**src/rtl/rtc_calendar.sv**
```systemverilog
module rtc_calendar #(
  parameter int ADDR_W    = 8,
  parameter int YEAR_BASE = 1970
) (
  input  logic              clk,
  input  logic              rst_n,
  input  logic              sec_tick,
  input  logic              wr_en,
  input  logic [ADDR_W-1:0] addr,
  input  logic [31:0]       wdata,
  output logic [31:0]       rdata
);

  localparam logic [ADDR_W-1:0] OFF_CTRL = ADDR_W'('h00);
  localparam logic [ADDR_W-1:0] OFF_DATE = ADDR_W'('h10);
  localparam logic [ADDR_W-1:0] OFF_TIME = ADDR_W'('h14);
  localparam logic [1:0]        BASE_MOD = 2'(YEAR_BASE % 4);

  logic [5:0] sec_q, min_q;
  logic [4:0] hour_q;
  logic [4:0] day_q;
  logic [3:0] mon_q;
  logic [5:0] year_q;
  logic       leap_q;
  logic [20:0] pend_t_q;
  logic [22:0] pend_d_q;
  logic       busy_t_q, busy_d_q;

  logic [5:0] sec_n, min_n;
  logic [4:0] hour_n;
  logic [4:0] day_n;
  logic [3:0] mon_n;
  logic [5:0] year_n, year_inc;
  logic       leap_n, day_roll;

  wire wr_time = wr_en && (addr == OFF_TIME);
  wire wr_date = wr_en && (addr == OFF_DATE);

  function automatic logic [4:0] month_len(input logic [3:0] m, input logic lp);
    case (m)
      4'd4, 4'd6, 4'd9, 4'd11: month_len = 5'd30;
      4'd2:                    month_len = lp ? 5'd29 : 5'd28;
      default:                 month_len = 5'd31;
    endcase
  endfunction

  always_comb begin
    sec_n    = sec_q;
    min_n    = min_q;
    hour_n   = hour_q;
    day_roll = 1'b0;
    if (busy_t_q) begin
      sec_n  = pend_t_q[5:0];
      min_n  = pend_t_q[13:8];
      hour_n = pend_t_q[20:16];
    end else if (sec_q < 6'd59) begin
      sec_n = sec_q + 6'd1;
    end else begin
      sec_n = 6'd0;
      if (min_q < 6'd59) begin
        min_n = min_q + 6'd1;
      end else begin
        min_n = 6'd0;
        if (hour_q < 5'd23) begin
          hour_n = hour_q + 5'd1;
        end else begin
          hour_n   = 5'd0;
          day_roll = 1'b1;
        end
      end
    end
  end

  assign year_inc = year_q + 6'd1;

  always_comb begin
    day_n  = day_q;
    mon_n  = mon_q;
    year_n = year_q;
    leap_n = leap_q;
    if (busy_d_q) begin
      day_n  = pend_d_q[4:0];
      mon_n  = pend_d_q[11:8];
      year_n = pend_d_q[21:16];
      leap_n = pend_d_q[22];
    end else if (day_roll) begin
      if (day_q < month_len(mon_q, leap_q)) begin
        day_n = day_q + 5'd1;
      end else begin
        day_n = 5'd1;
        if (mon_q < 4'd12) begin
          mon_n = mon_q + 4'd1;
        end else begin
          mon_n  = 4'd1;
          year_n = year_inc;
          leap_n = ((year_inc[1:0] + BASE_MOD) == 2'd0);
        end
      end
    end
  end

  always_ff @(posedge clk) begin
    if (!rst_n) begin
      sec_q    <= '0;
      min_q    <= '0;
      hour_q   <= '0;
      day_q    <= 5'd1;
      mon_q    <= 4'd1;
      year_q   <= '0;
      leap_q   <= 1'b0;
      pend_t_q <= '0;
      pend_d_q <= '0;
      busy_t_q <= 1'b0;
      busy_d_q <= 1'b0;
    end else begin
      if (sec_tick) begin
        sec_q  <= sec_n;
        min_q  <= min_n;
        hour_q <= hour_n;
        day_q  <= day_n;
        mon_q  <= mon_n;
        year_q <= year_n;
        leap_q <= leap_n;
      end
      if (wr_time) begin
        pend_t_q <= wdata[20:0];
        busy_t_q <= 1'b1;
      end else if (sec_tick) begin
        busy_t_q <= 1'b0;
      end
      if (wr_date) begin
        pend_d_q <= wdata[22:0];
        busy_d_q <= 1'b1;
      end else if (sec_tick) begin
        busy_d_q <= 1'b0;
      end
    end
  end

  always_comb begin
    rdata = '0;
    case (addr)
      OFF_CTRL: begin
        rdata[8] = busy_t_q;
        rdata[7] = busy_d_q;
      end
      OFF_TIME: begin
        rdata[5:0]   = sec_q;
        rdata[13:8]  = min_q;
        rdata[20:16] = hour_q;
      end
      OFF_DATE: begin
        rdata[4:0]   = day_q;
        rdata[11:8]  = mon_q;
        rdata[21:16] = year_q;
        rdata[22]    = leap_q;
      end
      default: rdata = '0;
    endcase
  end

  p_time_busy_set_r4: assert property (@(posedge clk) disable iff (!rst_n)
    wr_time |=> busy_t_q);

  p_date_busy_set_r5: assert property (@(posedge clk) disable iff (!rst_n)
    wr_date |=> busy_d_q);

  p_commit_clears_r6: assert property (@(posedge clk) disable iff (!rst_n)
    (sec_tick && !wr_time && !wr_date) |=> (!busy_t_q && !busy_d_q));

  p_hold_between_ticks_r4: assert property (@(posedge clk) disable iff (!rst_n)
    !sec_tick |=> ($stable({hour_q, min_q, sec_q}) && $stable({leap_q, year_q, mon_q, day_q})));

  p_sec_step_r3: assert property (@(posedge clk) disable iff (!rst_n)
    (sec_tick && !busy_t_q && sec_q < 6'd59) |=> (sec_q == $past(sec_q) + 6'd1));

  p_no_date_carry_r10: assert property (@(posedge clk) disable iff (!rst_n)
    (sec_tick && !busy_d_q && (busy_t_q || sec_q != 6'd59)) |=> $stable({leap_q, year_q, mon_q, day_q}));

endmodule

```
**config.mk**
```make
export PLATFORM = sky130hd
export DESIGN_NAME = rtc_calendar
export DESIGN_NICKNAME = d
export VERILOG_FILES = /design/src/rtl/rtc_calendar.sv
export SDC_FILE = /design/constraint.sdc
export NUM_CORES = 1
export LEC_CHECK = 0
export CORE_ASPECT_RATIO = 0.9
export CORE_MARGIN = 1.5
export CORE_UTILIZATION = 35
export CTS_BUF_LIST = sky130_fd_sc_hd__clkbuf_8
export DETAILED_ROUTE_END_ITERATION = 8
export DONT_BUFFER_PORTS = 1
export PLACE_DENSITY = 0.49
export SYNTH_ARGS = -nofsm -noshare
export SYNTH_HDL_FRONTEND = slang
export SYNTH_SLANG_ARGS = --single-unit
```
**constraint.sdc**
```tcl
create_clock -name clk -period 2.9 [get_ports clk]
set_input_delay 0.58 -clock clk [delete_from_list [all_inputs] [get_ports clk]]
set_output_delay 0.58 -clock clk [all_outputs]
set_load 0.005 [all_outputs]
```
==> impl_results.md, run 1 <==
* # Post-CTS Setup Buffers at 0
* Cells after synthesis at 467
* Initial Utilization at approximately 36%
* Fill cells at 1118
* Post-detail-place hpwl at roughly 7100 microns
* Crit. End Element: output port
* Total track usage at between 10% and 20%
* Vias per inst at 5.53
* Register area share after synthesis at approximately 37%
* Pin count of the biggest net entering global routing at 59
* Post-layout instance area at 0.00396 sq mm
* Initial antenna violation count at 0
* Hold Violations, Final at 0
* Fin crit share at a little under nine tenths
* Final nets at 510
* DRC viols at 0
* Sum Neg Setup Slack at 0 ns
* Number of global-route vias before repair at 3158
* Max Buffers Root-to-Sink at 2
* Max stage delay on crit path at between 0.6 and 0.7 ns
* DIE AREA at around 0.011 sq mm
* Layout cells sized above 1 at under 10%
* Final setup viols at 0
* Clock Pin Slew Worst Setup and Hold Paths at around 0.08 ns
* Worst r2r src: mon_q[0]
* Leading area contributor after synthesis: dfxtp_1
* Yosys warns at 0
* RSZ-0062 raised after global routing: false
* PD cells at between 400 and 500 mW/mm^2
* Worst skew pair latency at approximately 0.35 ns
* Placer Congestion at approximately 0.83
* Max Freq at around 0.4 GHz
* Post-synth EDFFs at 0
* HP Class: input port to flop
* Chip height at roughly 100 microns
* Root buffer cell: clkbuf_8
* Worst Path Required at 2.32 ns
* Share of flip-flops with an asynchronous set or reset at 0%
* Post-route setup slack at slightly above 0.4 ns
* Top post-synthesis cells by count: 91 x nand2_1, 68 x dfxtp_1, 55 x a21oi_1
* Yosys reg bits at 68
* H-tree levels at 3
* Synth top area share at 37.0%
* Mean post-synth cell area at roughly 8 sq um
* Post-Place Cells at approximately 570
* PortBufs at 0
* Peak supply drop at 0.000242 V
* Skew final at approximately 0.011 ns
* Outcome: finished, final reports clean
* CTS tree: yes
* Global-route wire length before repair at around 17000 microns
* Distinct cells, synth at just under 60
* Post-CTS Resized at 0
* Leak pwr at between 1 and 1.5 nW
* Iter 0 DRT Violations at about 180
* Post-DRT Antenna Nets at 0
* Final worst path period need at around 2.5 ns
* Non-Filler Instances at just under 600
* Core area at around 0.01 sq mm
* Worst hold slack at about 0.32 ns
* Area of the mapped netlist at 0.00368 sq mm
* Total vias in the final route at 3250
* Grt total ovfl at 0
* Max Slew Vio Count at 0
* Synth area leaders: dfxtp_1 37%, nand2_1 9.3%, a21oi_1 7.5%
* Post-Route WL at roughly 10000 microns
* DP Area at between 0.003 and 0.004 sq mm
* Routed WL per cell at 17.8 microns
* Cts hold-fix bufs at 0
* Clock Sinks at 68
* Slew Limit Headroom at 52.8%
* Highest fanout seen on the critical path at 12
* N_diodes at 0
* Critical Path Start: busy_d_q
* Die extent in x at around 110 microns
* TritonCTS buffer count at 9
* Hold path start: rst_n
* # IOs at 76
* Worst Tran Pin Value at 0.706 ns
* Crit path launch type: flop
* Row count at 35
* Arr. time, crit path at ~1.9 ns
* Crit Path Class: flop to output port
* Area Growth Syn to Fin at 7.51%
* Max_cap viols at 0
* CP max-delay cell: dfxtp_1
* Cell with the most instances after synthesis: nand2_1
* Overall Power at roughly 1.8 mW
* Crit-path cells: clkinv_1, nor4_1
* DR pass1 iterations at 4
* Synth Flop Type: dfxtp_1
* Place WS at 0.373 ns
* Post-layout util at between 30% and 40%
## registers in the layout (all words and copies together) (netlist names)
signal    cells
busy_d_q      1
pend_d_q     16
min_q         6
leap_q        1
year_q        6
busy_t_q      1
day_q         5
hour_q        5
pend_t_q     17
mon_q         4
sec_q         6
## worst max-delay path, delay by kind of cell (launching register included)
family	cells	cell delay [ns]
flip-flops	1	0.62
buffers and inverters	1	0.47
AND/OR/NAND/NOR	1	0.47
## metal layers
layer	wire [microns]	GRT usage, %	up-vias
li1	-	-	1623
met1	4750	24.6	1539
met2	4860	32.1	82
met3	789	6.64	6
met4	74	5.16	0
met5	0	0	-
## layout by cell type (no fill, tap or decap), drive strengths merged, types with 2 or more instances in the layout
cell | synthesis | routed
nand2 | 91 | 91
dfxtp | 68 | 68
a21oi | 55 | 55
nand3 | 27 | 27
o21ai | 22 | 22
nor2 | 22 | 22
a22o | 14 | 14
inv | 12 | 12
conb | 1 | 12
ha | 11 | 11
mux2i | 9 | 9
clkbuf | 22 | 9
buf | 21 | 9
nor3 | 8 | 8
o211ai | 7 | 7
a221oi | 6 | 6
a211oi | 6 | 6
and2 | 5 | 5
a22oi | 4 | 4
xor2 | 4 | 4
o2111ai | 4 | 4
clkinv | 1 | 4
nor3b | 3 | 3
nor2b | 3 | 3
nand4 | 3 | 3
xnor2 | 3 | 3
nor4 | 2 | 2
a31oi | 2 | 2
o21a | 2 | 2
a32o | 2 | 2
o31ai | 2 | 2
a311oi | 2 | 2
o311ai | 2 | 2
a21o | 2 | 2
o41ai | 2 | 2
bufinv | 0 | 2
nor4b | 2 | 2
## layout make-up
type | instances | area (sq um) | share of cell area (%)
multi-input combinational | 354 | 2100 | 53.1
timing repair buffer | 9 | 80.1 | 2.02
tap | 129 | 161 | 4.08
sequential | 68 | 1360 | 34.4
clock inverter | 6 | 81.3 | 2.05
inverter | 13 | 48.8 | 1.23
clock buffer | 9 | 124 | 3.13
## final timing paths
kind / endpoint / slack, ns / depth (start not counted)
worst max-delay path: rdata[7] / 0.41 / 2
worst min register to register: pend_t_q[13] / 0.46 / 2
worst max register to register: year_q[2] / 0.50 / 10
worst min-delay path: day_q[0] / 0.32 / 1
## power by group
part / internal [mW] / switching (mW)
sequential: 0.938 / 0.00907
clock: 0.474 / 0.376
combinational: 0.0135 / 0.0292
total: 1.43 / 0.414
## kinds of logic (layout without fill, tap and decap cells)
| group | Yosys count | count (layout) | share of synthesized area, % |
|---|---|---|---|
| simple gates | 173 | 173 | 21.3 |
| compound gates | 142 | 142 | 26.5 |
| flops | 68 | 68 | 37.0 |
| buf+inv | 56 | 37 | 7.30 |
| fa+ha+maj | 11 | 11 | 3.74 |
| mux | 9 | 9 | 2.45 |
| xor+xnor | 7 | 7 | 1.67 |
| other cells | 1 | 12 | 0.102 |
No activity file was read; power rests on OpenSTA's default activity.
==> run 2, diff against run 1 <==
CELL_PAD_IN_SITES_DETAIL_PLACEMENT = 1   (was not set)
CELL_PAD_IN_SITES_GLOBAL_PLACEMENT = 2   (was not set)
CTS_BUF_LIST = not set   (was sky130_fd_sc_hd__clkbuf_8)
PLACE_DENSITY = 0.77   (was 0.49)
==> run 2 against run 1 <==
Register-to-register slack got worse by 0.08 ns. Sequential share of layout area decreased by 0.71 points. Final area increased by 2.1%. Global-route usage increased by 1.5 points. Setup slack improved by 0.015 ns.
==> impl_results.md, run 2 (synthesis gave the netlist of run 1 again) <==
* Outcome: finished, final reports clean (unchanged)
* DRC viols at 0 (unchanged)
* Final nets at 508 (was 510)
* Max Freq at 0.404 GHz (was 0.401 GHz)
* PortBufs at 0 (unchanged)
* Clock Pin Slew Worst Setup and Hold Paths at 0.06 ns (was 0.08 ns)
* Largest register FFs at 17 (unchanged)
* Crit path launch type: flop (unchanged)
* Biggest regs: pend_t_q x17, pend_d_q x16 (unchanged)
* Pin count of the biggest net entering global routing at 48 (was 59)
* Most flops, register: pend_t_q (unchanged)
* Routed met1 length at 5190 microns (was 4750 microns)
* # IOs at 76 (unchanged)
* Total vias in the final route at 3345 (was 3250)
* Worst Path Required at 3.17 ns (was 2.32 ns)
* Max_cap viols at 0 (unchanged)
* Final worst path period need at 2.48 ns (was 2.49 ns)
* Overall Power at 2.11 mW (was 1.84 mW)
* Number of global-route vias before repair at 3451 (was 3158)
* Clock Power Share at 53.0% (was 46.2%)
* Met3 Wirelength at 557 microns (was 789 microns)
* Total track usage at 21.0% (was 19.5%)
* Slew Limit Headroom at 50.4% (was 52.8%)
* Die extent in x at 111 microns (unchanged)
* Cell Int Power at 1.66 mW (was 1.43 mW)
* Max Buffers Root-to-Sink at 2 (unchanged)
* Clock Sinks at 68 (unchanged)
* Leak pwr at 1.36 nW (was 1.33 nW)
* Initial Utilization at 35.9% (unchanged)
* Vias per inst at 5.70 (was 5.53)
* Sum Neg Setup Slack at 0 ns (unchanged)
* Switching Share at 21.2% (was 22.5%)
* DIE AREA at 0.0111 sq mm (unchanged)
* Hold Violations, Final at 0 (unchanged)
* Highest fanout seen on the critical path at 12 (unchanged)
* Post-CTS Resized at 0 (unchanged)
* Seq pwr share at 44.9% (was 51.5%)
* Root buffer cell: clkbuf_16 (was clkbuf_8)
* Routed WL per cell at 18.8 microns (was 17.8 microns)
* Worst r2r src: mon_q[0] (unchanged)
* Grt total ovfl at 0 (unchanged)
* Met2 wire len at 5150 microns (was 4860 microns)
* Combinational power share at 2.0% (was 2.3%)
* HP Class: input port to flop (unchanged)
* CTS tree: yes (unchanged)
* PD cells at 522 mW/mm^2 (was 465 mW/mm^2)
* Iter 0 DRT Violations at 171 (was 184)
* Row count at 35 (unchanged)
* Final setup viols at 0 (unchanged)
* Core area at 0.0102 sq mm (unchanged)
* DR pass1 iterations at 4 (unchanged)
* Fill cells at 1250 (was 1118)
* Worst Tran Pin Value at 0.743 ns (was 0.706 ns)
* Switching power at 448 uW (was 414 uW)
* Chip height at 100 microns (unchanged)
* Skew final at 0.00641 ns (was 0.0110 ns)
* Global-route wire length before repair at 18200 microns (was 16900 microns)
* Max Slew Vio Count at 0 (unchanged)
* Initial antenna violation count at 0 (unchanged)
* Worst skew pair latency at 0.34 ns (was 0.35 ns)
* Post-detail-place hpwl at 7750 microns (was 7140 microns)
* Most common cell after layout, fill and taps aside: nand2_1 (unchanged)
* Peak supply drop at 0.000270 V (was 0.000242 V)
* Fin crit share at 85.4% (was 85.9%)
* TritonCTS buffer count at 9 (unchanged)
* Placer Congestion at 0.797 (was 0.826)
* Hold path start: rst_n (unchanged)
* Crit. End Element: flop (was output port)
* Cts hold-fix bufs at 0 (unchanged)
* Arr. time, crit path at 2.75 ns (was 1.91 ns)
* Top layer in use: met4 (unchanged)
* RSZ-0062 raised after global routing: false (unchanged)
* # Post-CTS Setup Buffers at 0 (unchanged)
* H-tree levels at 3 (unchanged)
* N_diodes at 0 (unchanged)
* Area Growth Syn to Fin at 9.79% (was 7.51%)
* Layout cells sized above 1 at 6.11% (was 6.32%)
* Most frequent cells in the layout: 91 x nand2_1, 68 x dfxtp_1, 55 x a21oi_1, 27 x nand3_1, 21 x o21ai_0 (unchanged)
* Post-Route WL at 11100 microns (was 10500 microns)
* Crit Path Class: flop to flop (was flop to output port)
* Post-DRT Antenna Nets at 0 (unchanged)
* Critical Path Start: mon_q[0] (was busy_d_q)
## run 2: cell types whose count changed in the layout (fill, tap and decap cells not counted)
cell,before,now
clkbuf_16,0,9
clkbuf_8,9,2
buf_4,8,6
bufinv_16,2,1
clkbuf_1,0,1
inv_1,12,11
## run 2: power by group through the flow
stage	clock network [mW]	logic (mW)	registers [mW]
floorplan	0	0.0557	0.964
global placement	0	0.0420	0.968
detailed placement	0	0.0438	0.969
CTS	1.15	0.0437	0.948
global route	1.19	0.0504	0.949
finish	1.12	0.0430	0.949
## run 2: layer usage
layer  vias up  track usage [%]
met1      1635             26.2
li1       1630                -
met3        13             6.10
met5         -                0
met2        67             35.2
met4         0             6.72
## run 2: stage by stage
stage               area (sq um)  hold slack (ns)  utilization [%]  setup slack [ns]  std cells
floorplan                   3720            0.436                -             0.481        478
global placement            3740            0.444             36.5             0.419        571
detailed placement          3740            0.448             36.5             0.358        571
CTS                         4040            0.325             39.5             0.421        587
global route                4040            0.343             39.5             0.159        587
finish                      4040            0.337             39.5             0.423        587
## run 2: area by class of cell
class,instances,area [sq um],share of cell area [%]
clock buffer,12,256,6.34
clock inverter,4,47.5,1.18
inverter,13,48.8,1.21
multi-input combinational,354,2100,52.0
sequential,68,1360,33.7
tap,129,161,3.99
timing repair buffer,7,65.1,1.61
## run 2: path summary, 6_finish.rpt
kind | endpoint | slack (ns) | cells after the start
setup / recovery | year_q[2] | 0.42 | 10
hold / removal | mon_q[0] | 0.34 | 1
setup reg to reg | year_q[2] | 0.42 | 10
hold reg to reg | pend_d_q[16] | 0.45 | 2
## run 2: worst max-delay path, cell delays in order (launching register included)
cell	delay (ns)
dfxtp_1	0.43
inv_1	0.11
ha_1	0.23
nor3b_1	0.15
ha_1	0.31
nand4_1	0.10
a21oi_1	0.20
a221oi_1	0.11
buf_4	0.21
nor2_2	0.32
mux2i_1	0.23
